File: src/rtl/line_sync_pkg.sv
package line_sync_pkg;
  // Strobes from the control half to the counting datapath
  typedef struct packed {
    logic countEn;   // accept this byte into the counters
    logic clear;     // restart counts and load the written threshold
    logic syncRise;  // sync output rises on this edge
  } syncStrobes_t;
endpackage

File: src/rtl/line_sync_dp.sv
module line_sync_dp
  import line_sync_pkg::*;
#(
  parameter int LINE_BYTES = 376,
  parameter int THR_W      = 12,
  parameter int DEF_THRESH = 512,
  parameter int FRAME_W    = 16
) (
  input  logic               clk,
  input  logic               rstN,
  input  syncStrobes_t       strobes,
  input  logic               threshWr,
  input  logic [THR_W-1:0]   threshData,
  output logic               frameEvent,
  output logic [FRAME_W-1:0] frameCount
);
  localparam int BYTE_W = (LINE_BYTES > 2) ? $clog2(LINE_BYTES) : 1;
  localparam logic [BYTE_W-1:0] LAST_BYTE = BYTE_W'(LINE_BYTES - 1);
  localparam logic [THR_W-1:0]  MIN_THR   = THR_W'(2);

  logic [BYTE_W-1:0] byteCnt;
  logic [THR_W-1:0]  lineCnt;
  logic [THR_W-1:0]  threshReg;
  logic [THR_W-1:0]  activeThr;
  logic              lineEnd;
  logic              frameEnd;

  assign lineEnd    = strobes.countEn && (byteCnt == LAST_BYTE);
  assign frameEnd   = lineEnd && (lineCnt == activeThr - 1'b1);
  assign frameEvent = (lineCnt == activeThr - 1'b1);

  // Written threshold; values below two are dropped
  always_ff @(posedge clk) begin
    if (!rstN) threshReg <= THR_W'(DEF_THRESH);
    else if (threshWr && threshData >= MIN_THR) threshReg <= threshData;
  end

  // Byte and line counters with the frame-boundary threshold load
  always_ff @(posedge clk) begin
    if (!rstN) begin
      byteCnt   <= '0;
      lineCnt   <= '0;
      activeThr <= THR_W'(DEF_THRESH);
    end else if (strobes.clear) begin
      byteCnt   <= '0;
      lineCnt   <= '0;
      activeThr <= threshReg;
    end else if (strobes.countEn) begin
      byteCnt <= lineEnd ? '0 : byteCnt + 1'b1;
      if (frameEnd) begin
        lineCnt   <= '0;
        activeThr <= threshReg;
      end else if (lineEnd) begin
        lineCnt <= lineCnt + 1'b1;
      end
    end
  end

  always_ff @(posedge clk) begin
    if (!rstN) frameCount <= '0;
    else if (strobes.syncRise) frameCount <= frameCount + 1'b1;
  end

  a_r2_byte_bound: assert property (@(posedge clk) disable iff (!rstN)
    byteCnt <= LAST_BYTE);
  a_r3_line_bound: assert property (@(posedge clk) disable iff (!rstN)
    lineCnt < activeThr);
  a_r4_thresh_floor: assert property (@(posedge clk) disable iff (!rstN)
    threshReg >= MIN_THR);
  a_r5_load_at_boundary: assert property (@(posedge clk) disable iff (!rstN)
    (!strobes.clear && !frameEnd) |=> $stable(activeThr));
  a_r7_frame_step: assert property (@(posedge clk) disable iff (!rstN)
    strobes.syncRise |=> frameCount == $past(frameCount) + 1'b1);
endmodule

File: src/rtl/line_sync_ctl.sv
module line_sync_ctl
  import line_sync_pkg::*;
(
  input  logic         clk,
  input  logic         rstN,
  input  logic         runEnable,
  input  logic         detectMode,
  input  logic         detectArm,
  input  logic         hostRaise,
  input  logic         byteValid,
  input  logic         vblankIn,
  input  logic         frameEvent,
  output syncStrobes_t strobes,
  output logic         syncOut
);
  logic armed;
  logic armedNext;
  logic syncNext;
  logic vbPrev;
  logic vbRise;

  assign vbRise = vblankIn && !vbPrev;

  always_comb begin
    syncNext  = syncOut;
    armedNext = armed;
    if (detectMode) begin
      if (detectArm) begin
        syncNext  = 1'b0;
        armedNext = 1'b1;
      end else if (hostRaise) begin
        syncNext = 1'b1;
      end else if (armed && vbRise) begin
        syncNext  = 1'b0;
        armedNext = 1'b0;
      end
    end else begin
      syncNext  = runEnable && frameEvent;
      armedNext = 1'b0;
    end
  end

  always_comb begin
    strobes.countEn  = !detectMode && runEnable && byteValid;
    strobes.clear    = detectMode || !runEnable;
    strobes.syncRise = syncNext && !syncOut;
  end

  always_ff @(posedge clk) begin
    if (!rstN) begin
      syncOut <= 1'b0;
      armed   <= 1'b0;
      vbPrev  <= 1'b0;
    end else begin
      syncOut <= syncNext;
      armed   <= armedNext;
      vbPrev  <= vblankIn;
    end
  end

  a_r6_idle_low: assert property (@(posedge clk) disable iff (!rstN)
    (!detectMode && !runEnable) |=> !syncOut);
  a_r8_detect_hold: assert property (@(posedge clk) disable iff (!rstN)
    (detectMode && !armed && !hostRaise && !detectArm) |=> $stable(syncOut));
  a_r9_no_count_in_detect: assert property (@(posedge clk) disable iff (!rstN)
    detectMode |-> !strobes.countEn);
endmodule

File: src/rtl/line_sync_gen.sv
module line_sync_gen
  import line_sync_pkg::*;
#(
  parameter int LINE_BYTES = 376,
  parameter int THR_W      = 12,
  parameter int DEF_THRESH = 512,
  parameter int FRAME_W    = 16
) (
  input  logic               clk,
  input  logic               rstN,
  input  logic               runEnable,
  input  logic               detectMode,
  input  logic               detectArm,
  input  logic               hostRaise,
  input  logic               byteValid,
  input  logic               threshWr,
  input  logic [THR_W-1:0]   threshData,
  input  logic               vblankIn,
  output logic               syncOut,
  output logic [FRAME_W-1:0] frameCount
);
  syncStrobes_t strobes;
  logic         frameEvent;

  line_sync_ctl uCtl (
    .clk(clk), .rstN(rstN), .runEnable(runEnable), .detectMode(detectMode),
    .detectArm(detectArm), .hostRaise(hostRaise), .byteValid(byteValid),
    .vblankIn(vblankIn), .frameEvent(frameEvent), .strobes(strobes),
    .syncOut(syncOut)
  );

  line_sync_dp #(
    .LINE_BYTES(LINE_BYTES), .THR_W(THR_W),
    .DEF_THRESH(DEF_THRESH), .FRAME_W(FRAME_W)
  ) uDp (
    .clk(clk), .rstN(rstN), .strobes(strobes), .threshWr(threshWr),
    .threshData(threshData), .frameEvent(frameEvent), .frameCount(frameCount)
  );
endmodule

File: config.mk
export PLATFORM = sky130hd
export DESIGN_NAME = line_sync_gen
export DESIGN_NICKNAME = d
export VERILOG_FILES = /design/src/rtl/line_sync_pkg.sv /design/src/rtl/line_sync_dp.sv /design/src/rtl/line_sync_ctl.sv /design/src/rtl/line_sync_gen.sv
export SDC_FILE = /design/constraint.sdc
export NUM_CORES = 1
export LEC_CHECK = 0
export ABC_CLOCK_PERIOD_IN_PS = 8200
export BUFFER_PORTS_ARGS = -buffer_cell sky130_fd_sc_hd__buf_2
export CAP_MARGIN = 20
export CORE_MARGIN = 2
export CORE_UTILIZATION = 50
export CTS_CLUSTER_SIZE = 16
export DETAILED_ROUTE_END_ITERATION = 8
export PLACE_DENSITY_LB_ADDON = 0.1
export SYNTH_ARGS = -nofsm -noshare
export SYNTH_HDL_FRONTEND = slang
export SYNTH_SLANG_ARGS = --single-unit
export TNS_END_PERCENT = 30
File: constraint.sdc
create_clock -name clk -period 8.2 [get_ports clk]
set_clock_uncertainty 0.2 [all_clocks]
set_input_delay 0.82 -clock clk [delete_from_list [all_inputs] [get_ports clk]]
set_output_delay 0.82 -clock clk [all_outputs]
set_load 0.005 [all_outputs]
==> results of run 1 <==
## state kept, by name, summed over array words and instances (netlist names)
| signal | cells |
|---|---|
| uDp.lineCnt | 12 |
| uCtl.armed | 1 |
| uCtl.syncOut | 1 |
| uDp.byteCnt | 9 |
| uDp.threshReg | 12 |
| uDp.frameCount | 16 |
| uCtl.vbPrev | 1 |
| uDp.activeThr | 12 |
## routing by layer
layer	track usage, %	vias to the layer above	wire length (um)
li1	-	1455	-
met1	27.6	1279	3580
met2	31.5	65	3110
met3	3.46	19	256
met4	12.3	0	301
met5	0	-	0
## worst paths after layout
check / start / end / slack (ps) / depth (start not counted)
worst min-delay path: uDp.threshReg[1] / uDp.threshReg[1] / 260 / 2
worst min register to register: uDp.threshReg[1] / uDp.threshReg[1] / 260 / 2
worst max-delay path: uDp.activeThr[0] / uDp.lineCnt[6] / 4530 / 9
worst max register to register: uDp.activeThr[0] / uDp.lineCnt[6] / 4530 / 9
## power breakdown
group / switching (W) / internal (W)
Combinational: 0.0000355 / 0.0000245
Sequential: 0.00000641 / 0.000318
Clock: 0.000112 / 0.000115
## kinds of logic after synthesis
kind of cell             after synthesis
buffers and inverters                 30
XOR/XNOR                              32
flip-flops                            64
multiplexers                          21
adder cells (fa/ha/maj)                4
AND/OR/NAND/NOR                      181
AO/OA/AOI/OAI                         69
## cell usage in the layout (no fill, tap or decap), drive strengths merged, types with 14 or more instances in the layout
| cell type | netlist | final |
|---|---|---|
| and3 | 14 | 14 |
| nor2 | 29 | 29 |
| a21oi | 35 | 35 |
| nand2 | 50 | 50 |
| nand2b | 17 | 17 |
| buf | 10 | 38 |
| xor2 | 21 | 21 |
| nand3 | 30 | 30 |
| o21ai | 14 | 14 |
| dfxtp | 64 | 64 |
| mux2i | 20 | 20 |
## worst max-delay path: cells and delay by family, from the launching register on
| kind | cells | cell delay (ps) |
|---|---|---|
| simple gates | 6 | 2000 |
| compound gates | 1 | 720 |
| flops | 1 | 360 |
| fa+ha+maj | 1 | 200 |
| buf+inv | 1 | 70 |
## area by class of cell
type | count | share of cell area (%)
multi-input cells | 307 | 52.2
inverters | 9 | 0.918
clock inverters | 1 | 0.136
flip-flops and latches | 64 | 34.8
well taps | 77 | 2.62
clock buffers | 13 | 4.04
repair buffers | 38 | 5.23
## stage by stage
| step | instance area (um^2) | worst slack, ps |
|---|---|---|
| after floorplan | 3340 | 5470 |
| after global placement | 3530 | 4650 |
| after detailed placement | 3530 | 4580 |
| after CTS | 3680 | 4620 |
| after global routing | 3680 | 4220 |
| final | 3680 | 4530 |
==> summary.md, run 1 <==
## Run status
• finished clean — result of the run

## Synth
• 426 — net count after synthesis
• 64 — number of storage elements in the synthesis netlist
• 401 — instance count of the mapped netlist
• simple AND/OR/NAND/NOR gates — dominant combinational cell family by area after synthesis
• 8.32 um^2 — post-synthesis average cell area
• 38.4% — fraction of the yosys area taken by sequential cells
• 1.50% — post-synthesis share of cell area spent on full adders, half adders and majority gates
• 3340 um^2 — post-synthesis cell area
• dfxtp_1, nand2_1, a21oi_1, nand3_1, nor2_1 — leading cell types by count after synthesis
• 38.4% — Yosys top cell area share
• 0 — number of enable flip-flop cells after synthesis
• dfxtp_1 — top flip-flop cell by instance count after synthesis
• 27.6% — area fraction in and, or, nand and nor cells after synthesis
• 0% — fraction of synthesis flops using an asynchronous set or reset pin
• dfxtp_1, mux2i_1, nand2_1, xor2_1, a21oi_1 — largest cells by area after synthesis
• dfxtp_1 — cell type contributing the most total cell area after synthesis
• 13.6% — post-synthesis compound-gate area fraction
• 6.34% — fraction of synthesized area in multiplexers
• dfxtp_1 — most instantiated library cell after synthesis
• 0 — number of warnings issued by yosys
• 49 — number of unique standard cell types used by synthesis
• 8.40% — xor/xnor cell area share of the yosys netlist

## Global route
• 38 — maximum number of pins on one net before global-route repair
• 20.7% — Overall Global Routing Usage
• 11900 um — first-pass GRT wire length
• 0 — Congestion Overflow GR
• 2534 — vias in the first global route
• 0 — initial antenna violation count

## Clock network
• 60 ps — clock-pin slew reported for the worst setup and hold paths after clock tree synthesis
• 0 — Resized cells post-CTS
• 2 — maximum clock insertion buffer count
• built — clock tree from TritonCTS
• 64 — TritonCTS Sinks
• 0 — post-CTS repair timing setup buffer count
• 340 ps — Clock Latency Late Sink
• clkbuf_8 — Root Buffer Master
• 0 — quantity of hold-fixing buffers added after cts
• 9 — TritonCTS Buffers
• 3 — total number of H-tree levels

## Worst setup path
• reg2reg — type of the worst setup path
• nand3_1 — cell occurring most often along the worst timing path
• register — startpoint kind of the worst setup timing path
• register — Crit. End Element
• 8210 ps — Required @ worst endpoint
• 12 — CP max FO
• 720 ps — CP peak stage delay
• inv_1, ha_1, nor3b_2, nand3_1, nor2b_1, a2111oi_1, nand4_1, nand3_1, nor2_1 — Critical Path, Cell by Cell
• a2111oi_1 — cell at the slowest stage of the critical path
• 3680 ps — critical path arrival

## Cells and area
• 1280 um^2 — footprint of the flip-flops and latches
• 454 — count of nets after finishing
• 606 — final-layout fill cell count
• 1920 um^2 — area of the multi-input gates
• 10.3% — layout-stage area growth over the synthesis result
• 509 — final cell count without fillers
• 13.7% — ratio of cells with drive above 1 in the final layout
• 0 — Diodes inserted
• 57.6% — utilization after layout

## Floorplan
• 85.7 um — die width
• 85.7 um — Vert. Die Dim
• 38 — top-level I/O count
• 6390 um^2 — placeable core region
• 29 — total number of placement rows
• 7340 um^2 — Die Area
• 52.3% — effective utilization at floorplan

## Timing
• 32.0% — slew margin rel.
• 273 MHz — highest clock rate
• 0 — Finish-stage setup viols
• 0 — total count of max-transition violations in the final report
• 3670 ps — shortest period the worst path allows
• 1020 ps — Slew @ Worst Pin
• 0 ps — total negative slack for setup checks
• 44.8% — period utilisation layout
• false — RSZ-0062 raised after global routing
• 0 — final hold violation count
• 256 ps — worst hold slack across all endpoints

## Routing
• 206 — number of DRC markers in iteration 0
• 2818 — routed vias
• 7250 um — overall routed net length
• 0 — count of unresolved DRC violations after routing
• 4 — First-pass DRT Iterations
• 5.54 — vias per cell
• 0 — post-route antenna net violation count
• 14.2 um — WL per Instance

## Placement
• 37 — I/O Buffers
• 495 — cell count after placement
• 5300 um — DPL Wire Length
• 0.951 — final RePlAce weighted congestion

## Power and ir drop
• 166 nW/um^2 — power density over the cells
• 0.106 mV — maximum vdd ir drop
• 0.000611 W — Power, Total
• 1.41 nW — Pleak

## Flow run
• 0 — max cap viols

## Worst hold path
• reg2reg — path class of the lowest-slack min-delay path

(Power assumes the default switching activity.)
==> run 2, diff against run 1 <==
ABC_AREA = 1   (was default)
ABC_CLOCK_PERIOD_IN_PS = 3450   (was 8200)
clock period = 3.45 ns   (was 8.2 ns; I/O delays follow)
==> run 2 against run 1 <==
Compared with the run above: setup slack lost 3600 ps; via count grew 17%; non-clock buffer count grew 4; final cell count grew 29%; first-iteration DRC count shrank 13%; count of clock-buffer cells in the layout shrank 3; core utilization grew 1.2 points; highest routed layer unchanged.
==> summary.md, run 2 <==
## Floorplan
• 88.6 um — Vert. Die Dim, was 85.7 um
• 88.6 um — die width, was 85.7 um
• 30 — total number of placement rows, was 29
• 52.0% — effective utilization at floorplan, was 52.3%
• 38 — top-level I/O count, unchanged
• 6870 um^2 — placeable core region, was 6390 um^2
• 7840 um^2 — Die Area, was 7340 um^2

## Worst setup path
• reg2reg — type of the worst setup path, unchanged
• register — startpoint kind of the worst setup timing path, unchanged
• 12 — r2r worst-path depth, was 9
• 2620 ps — critical path arrival, was 3680 ps
• uDp.activeThr[11] — terminus of the critical flop-to-flop path, was uDp.lineCnt[6]
• uDp.activeThr[0] — Crit. Startpoint, unchanged
• 910 ps — reg2reg setup slack, was 4530 ps
• 18 — CP max FO, was 12
• uDp.activeThr[11] — Critical Path End, was uDp.lineCnt[6]
• uDp.activeThr[0] — reg-to-reg critical path startpoint, unchanged
• 3530 ps — Required @ worst endpoint, was 8210 ps
• register — Crit. End Element, unchanged

## Timing
• 0 — final hold violation count, unchanged
• false — RSZ-0062 raised after global routing, unchanged
• 393 MHz — highest clock rate, was 273 MHz
• 0 — Finish-stage setup viols, unchanged
• 2540 ps — shortest period the worst path allows, was 3670 ps
• 497 ps — Slew @ Worst Pin, was 1020 ps
• 0 ps — total negative slack for setup checks, unchanged
• 0 — total count of max-transition violations in the final report, unchanged
• 73.7% — period utilisation layout, was 44.8%
• 66.8% — slew margin rel., was 32.0%
• 51.5 ps — worst hold slack across all endpoints, was 256 ps

## Power and ir drop
• 396 nW/um^2 — power density over the cells, was 166 nW/um^2
• 1.72 nW — Pleak, was 1.41 nW
• 0.237 mV — maximum vdd ir drop, was 0.106 mV

## Run status
• finished clean — result of the run, unchanged

## Routing
• 0 — post-route antenna net violation count, unchanged
• 11.7 um — WL per Instance, was 14.2 um
• 7680 um — overall routed net length, was 7250 um
• 180 — number of DRC markers in iteration 0, was 206
• 4 — First-pass DRT Iterations, unchanged
• 3309 — routed vias, was 2818
• 5.04 — vias per cell, was 5.54
• 0 — count of unresolved DRC violations after routing, unchanged

## Placement
• 37 — I/O Buffers, unchanged
• 638 — cell count after placement, was 495
• 5800 um — DPL Wire Length, was 5300 um
• 0.907 — final RePlAce weighted congestion, was 0.951

## Clock network
• built — clock tree from TritonCTS, unchanged
• 0 — Resized cells post-CTS, unchanged
• 80 ps — clock-pin slew reported for the worst setup and hold paths after clock tree synthesis, was 60 ps
• 2 — maximum clock insertion buffer count, unchanged
• 3 — total number of H-tree levels, unchanged
• clkbuf_8 — Root Buffer Master, unchanged
• 340 ps — Clock Latency Late Sink, about the same
• 64 — TritonCTS Sinks, unchanged
• 9 — TritonCTS Buffers, unchanged

## Global route
• 2852 — vias in the first global route, was 2534
• 0 — Congestion Overflow GR, unchanged
• 0 — initial antenna violation count, unchanged
• 29 — maximum number of pins on one net before global-route repair, was 38
• 13300 um — first-pass GRT wire length, was 11900 um
• 21.7% — Overall Global Routing Usage, was 20.7%

## Synth
• 35 — number of unique standard cell types used by synthesis, was 49
• nand2_1, dfxtp_1, nand3_1, nor2_1, inv_1 — leading cell types by count after synthesis, was dfxtp_1, nand2_1, a21oi_1, nand3_1, nor2_1
• dfxtp_1 — cell type contributing the most total cell area after synthesis, unchanged
• 64 — number of storage elements in the synthesis netlist, unchanged
• nand2_1 — most instantiated library cell after synthesis, was dfxtp_1
• 514 — instance count of the mapped netlist, was 401
• 35.8% — fraction of the yosys area taken by sequential cells, was 38.4%
• 0 — number of warnings issued by yosys, unchanged
• 3570 um^2 — post-synthesis cell area, was 3340 um^2
• 0% — fraction of synthesis flops using an asynchronous set or reset pin, unchanged
• 0 — number of enable flip-flop cells after synthesis, unchanged
• 35.8% — Yosys top cell area share, was 38.4%
• 539 — net count after synthesis, was 426
• 6.95 um^2 — post-synthesis average cell area, was 8.32 um^2
• dfxtp_1 — top flip-flop cell by instance count after synthesis, unchanged
• dfxtp_1, nand2_1, nand3_1, nor2_1, inv_1 — largest cells by area after synthesis, was dfxtp_1, mux2i_1, nand2_1, xor2_1, a21oi_1

## Flow run
• 0 — max cap viols, unchanged

## Cells and area
• 0 — Diodes inserted, unchanged
• nand2_1, nand3_1, dfxtp_1 — top library cells by usage in the layout, fill and taps aside, was dfxtp_1, nand2_1, buf_2
• uDp.frameCount — Reg with most FFs, unchanged
• 673 — final-layout fill cell count, was 606
• nand2_1 — most frequent standard cell in the layout excluding fill and tap cells, was dfxtp_1
• 13.1% — layout-stage area growth over the synthesis result, was 10.3%
• 17.3% — ratio of cells with drive above 1 in the final layout, was 13.7%
• 16 — flip-flop count of the largest register after layout, unchanged
• 580 — count of nets after finishing, was 454
• 58.9% — utilization after layout, was 57.6%
• 656 — final cell count without fillers, was 509

## Worst hold path
• in2reg — path class of the lowest-slack min-delay path, was reg2reg

## run 2: cell types whose count changed in the layout (fill, tap and decap cells not counted), sizes merged, moves of 4 or more
cell / previous run / this run
nand2: 50 / 124
inv: 9 / 59
nor2: 29 / 69
nand3: 30 / 65
mux2i: 20 / 0
nand2b: 17 / 0
and3: 14 / 1
o21ai: 14 / 22
xor2: 21 / 15
and2: 5 / 0
clkinv: 1 / 6
xnor2: 11 / 6
nor3: 8 / 12
## run 2: worst min path at each step
stage	start	endpoint	slack, ps	cells past startpoint
3_3_place_gp	uDp.threshReg[10]	uDp.activeThr[10]	250	2
6_report	threshData[0]	uDp.threshReg[0]	50	3
2_1_floorplan	uDp.threshReg[9]	uDp.activeThr[9]	230	2
3_5_place_dp	uDp.threshReg[8]	uDp.activeThr[8]	260	2
4_1_cts	threshData[0]	uDp.threshReg[0]	40	3
5_1_grt	detectMode	uCtl.armed	50	3
## run 2: routing by layer
layer / global-route usage [%] / up-vias / routed length [um]
li1: - / 1760 / -
met1: 30.1 / 1479 / 3890
met2: 32.6 / 65 / 3350
met3: 5.69 / 5 / 359
met4: 7.44 / 0 / 83
met5: 0 / - / 0
## run 2: worst max-delay path, stage by stage (launching register included)
cell and delay, ps:
dfxtp_1 330, inv_1 110, ha_1 280, nand2_1 100, nor2_2 160, nand3_1 110, nand3_1 80, nand2_1 80
nor2_4 180, nand4_4 280, nand2_2 350, nand2_1 90, a21oi_1 120
## run 2: layout make-up
class                   instances  area (um^2)  share of cell area (%)
repair buffers                 42          228                    5.63
inverters                      61          229                    5.66
flip-flops and latches         64         1280                    31.7
clock buffers                  10          128                    3.16
clock inverters                 6         68.8                    1.70
well taps                      96          120                    2.97
multi-input cells             377         1990                    49.2
## run 2: through the flow
step / total power, W / setup slack, ps / instance area [um^2]
after CTS: 0.00162 / 886 / 4040
after floorplan: 0.000929 / 1270 / 3570
after global routing: 0.00168 / 622 / 4040
final: 0.00160 / 907 / 4040
after global placement: 0.000967 / 980 / 3830
after detailed placement: 0.000971 / 902 / 3830
## run 2: cell families (layout without fill, tap and decap cells)
kind of cell             count (synthesis)  count (layout)  share of synthesized area, %
XOR/XNOR                                21              21                          5.15
buffers and inverters                   73             119                          8.54
AND/OR/NAND/NOR                        291             291                          39.2
flip-flops                              64              64                          35.8
AO/OA/AOI/OAI                           61              61                          9.84
adder cells (fa/ha/maj)                  4               4                          1.40
## run 2: what timing repair did
action	in CTS	in global routing
setup buffers	0	0
hold endpoints to repair	2	0
hold buffers	2	0
## run 2: power breakdown
group / internal (W) / leakage [nW] / switching, W
Clock: 0.000337 / 0.0968 / 0.000306
Sequential: 0.000758 / 0.521 / 0.0000176
Combinational: 0.0000643 / 1.10 / 0.000116
Total: 0.00116 / 1.72 / 0.000440
==> run 3, diff against run 2 <==
ABC_CLOCK_PERIOD_IN_PS = 2080   (was 3450)
clock period = 2.08 ns   (was 3.45 ns; I/O delays follow)
==> run 3 against run 2 <==
Compared with the run above: the flow now finishes with violations (negative setup slack); first-iteration DRC count down 10%; non-clock buffer count increased by 40; final cell count is 6.1% higher; fmax is 17% higher.
==> summary.md, run 3 (synthesis gave the netlist of run 2 again) <==
## Power and ir drop
• 604 nW/um^2 — power density over the cells, was 396 nW/um^2
• 0.323 mV — maximum vdd ir drop, was 0.237 mV
• 1.96 nW — Pleak, was 1.72 nW

## Cells and area
• 27.7% — layout-stage area growth over the synthesis result, was 13.1%
• nand2_1, nand3_1, nor2_1, dfxtp_1, inv_1 — top library cells by usage in the layout, fill and taps aside, was nand2_1, nand3_1, dfxtp_1
• uDp.frameCount — Reg with most FFs, unchanged
• 66.4% — utilization after layout, was 58.9%
• 0 — Diodes inserted, unchanged
• 4560 um^2 — final standard cell area without fillers, was 4040 um^2
• nand2_1 — most frequent standard cell in the layout excluding fill and tap cells, unchanged
• 25.5% — ratio of cells with drive above 1 in the final layout, was 17.3%
• 16 — flip-flop count of the largest register after layout, unchanged
• 620 — count of nets after finishing, was 580
• 619 — final-layout fill cell count, was 673

## Worst hold path
• uDp.byteCnt[2] — hold endpoint, was uDp.threshReg[0]
• 5 — hold path cells, was 3
• in2reg — path class of the lowest-slack min-delay path, unchanged
• byteValid — startpoint of the worst hold path, was threshData[0]

## Clock network
• clkbuf_8 — Root Buffer Master, unchanged
• built — clock tree from TritonCTS, unchanged
• 340 ps — Clock Latency Late Sink, about the same
• 3 — total number of H-tree levels, unchanged
• 9 — TritonCTS Buffers, unchanged
• 2 — maximum clock insertion buffer count, unchanged
• 64 — TritonCTS Sinks, unchanged
• 70 ps — clock-pin slew reported for the worst setup and hold paths after clock tree synthesis, was 80 ps

## Timing
• 0 — final hold violation count, unchanged
• -87.6 ps — crit path setup slack, layout, was 907 ps
• 90.0 ps — worst hold slack across all endpoints, was 51.5 ps
• 38 — Finish-stage setup viols, was 0
• -2140 ps — total negative slack for setup checks, was 0 ps
• 2170 ps — shortest period the worst path allows, was 2540 ps
• true — RSZ-0062 raised after global routing, was false
• 656 ps — Slew @ Worst Pin, was 497 ps
• 55.8% — slew margin rel., was 66.8%
• 104% — period utilisation layout, was 73.7%
• 461 MHz — highest clock rate, was 393 MHz
• 0 — total count of max-transition violations in the final report, unchanged

## Run status
• finished, violations left — result of the run, was finished clean
• negative setup slack — violations in the final reports

## Flow run
• 0 — max cap viols, unchanged

## Global route
• 15000 um — first-pass GRT wire length, was 13300 um
• 29 — maximum number of pins on one net before global-route repair, unchanged
• 0 — initial antenna violation count, unchanged
• 3341 — vias in the first global route, was 2852
• 0 — Congestion Overflow GR, unchanged
• 24.5% — Overall Global Routing Usage, was 21.7%

## Floorplan
• 88.6 um — die width, unchanged
• 30 — total number of placement rows, unchanged
• 6870 um^2 — placeable core region, unchanged
• 52.0% — effective utilization at floorplan, unchanged
• 88.6 um — Vert. Die Dim, unchanged
• 38 — top-level I/O count, unchanged
• 7840 um^2 — Die Area, unchanged

## Placement
• 0.926 — final RePlAce weighted congestion, was 0.907
• 4010 um^2 — Post-Place Cell Area, was 3830 um^2
• 37 — I/O Buffers, unchanged
• -102 ps — pre-CTS setup slack, was 902 ps
• 6170 um — DPL Wire Length, was 5800 um

## Worst setup path
• 2250 ps — critical path arrival, was 2620 ps
• uDp.activeThr[0] — reg-to-reg critical path startpoint, unchanged
• 2160 ps — Required @ worst endpoint, was 3530 ps
• register — Crit. End Element, unchanged
• reg2reg — type of the worst setup path, unchanged
• uDp.frameCount[15] — terminus of the critical flop-to-flop path, was uDp.activeThr[11]
• 13 — r2r worst-path depth, was 12
• register — startpoint kind of the worst setup timing path, unchanged
• -90 ps — reg2reg setup slack, was 910 ps
• 7 — CP max FO, was 18

## Routing
• 8880 um — overall routed net length, was 7680 um
• 0 — count of unresolved DRC violations after routing, unchanged
• 0 — post-route antenna net violation count, unchanged
• 4 — First-pass DRT Iterations, unchanged
• 3508 — routed vias, was 3309
• 5.04 — vias per cell, about the same
• 162 — number of DRC markers in iteration 0, was 180
• 12.8 um — WL per Instance, was 11.7 um

-- run 3: worst max path at each step --
stage | start | to | slack [ps] | cells after the start
final | uDp.activeThr[0] | uDp.frameCount[15] | -90 | 13
after floorplan | uDp.activeThr[1] | uDp.frameCount[11] | 30 | 14
after detailed placement | uDp.activeThr[1] | uDp.activeThr[11] | -100 | 12
after global placement | uDp.activeThr[1] | uDp.frameCount[11] | -30 | 13
after global routing | uDp.activeThr[0] | uDp.frameCount[10] | -200 | 13
after CTS | uDp.activeThr[0] | uDp.frameCount[15] | -40 | 13
-- run 3: report_power, final --
group          switching [W]  leakage, nW  total [W]  internal [W]
logic               0.000231         1.33   0.000391      0.000160
clock network       0.000491       0.0993    0.00108      0.000584
registers          0.0000313        0.524    0.00129       0.00126
-- run 3: critical path: stages (launching register included) --
cell	delay [ps]
dfxtp_2	330
inv_2	70
ha_4	150
nand2_2	70
nor2_4	150
nand3_2	90
nand3_1	110
nand2_1	100
nor2_4	200
nand4_4	170
nand2_8	140
buf_6	140
nand3_1	80
a21oi_2	120
-- run 3: timing repair --
item                                    CTS  global route
hold endpoints to repair                 15             0
buffers inserted                          4             1
gates resized for setup                  21            22
pin swaps                                22            11
hold buffers                             16             0
endpoints found under the setup margin   28            46
-- run 3: routing by layer --
layer,global-route usage [%],routed length (um),vias to the layer above
met3,4.01,369,12
met2,39.3,4210,81
met5,0,0,-
li1,-,-,1834
met4,10.2,155,0
met1,32.9,4150,1581
-- run 3: final cells by class --
cell class	count	area, um^2	share of cell area, %
Tap cell	96	120	2.63
Clock inverter	5	56.3	1.23
Clock buffer	11	141	3.10
Inverter	61	229	5.02
Sequential cell	64	1290	28.3
Timing Repair Buffer	82	593	13.0
Multi-Input combinational cell	377	2130	46.7
-- run 3: stage by stage --
stage,total power [W],instances
2_1_floorplan,0.00154,514
3_3_place_gp,0.00163,659
3_5_place_dp,0.00163,659
4_1_cts,0.00275,695
5_1_grt,0.00288,696
6_report,0.00276,696
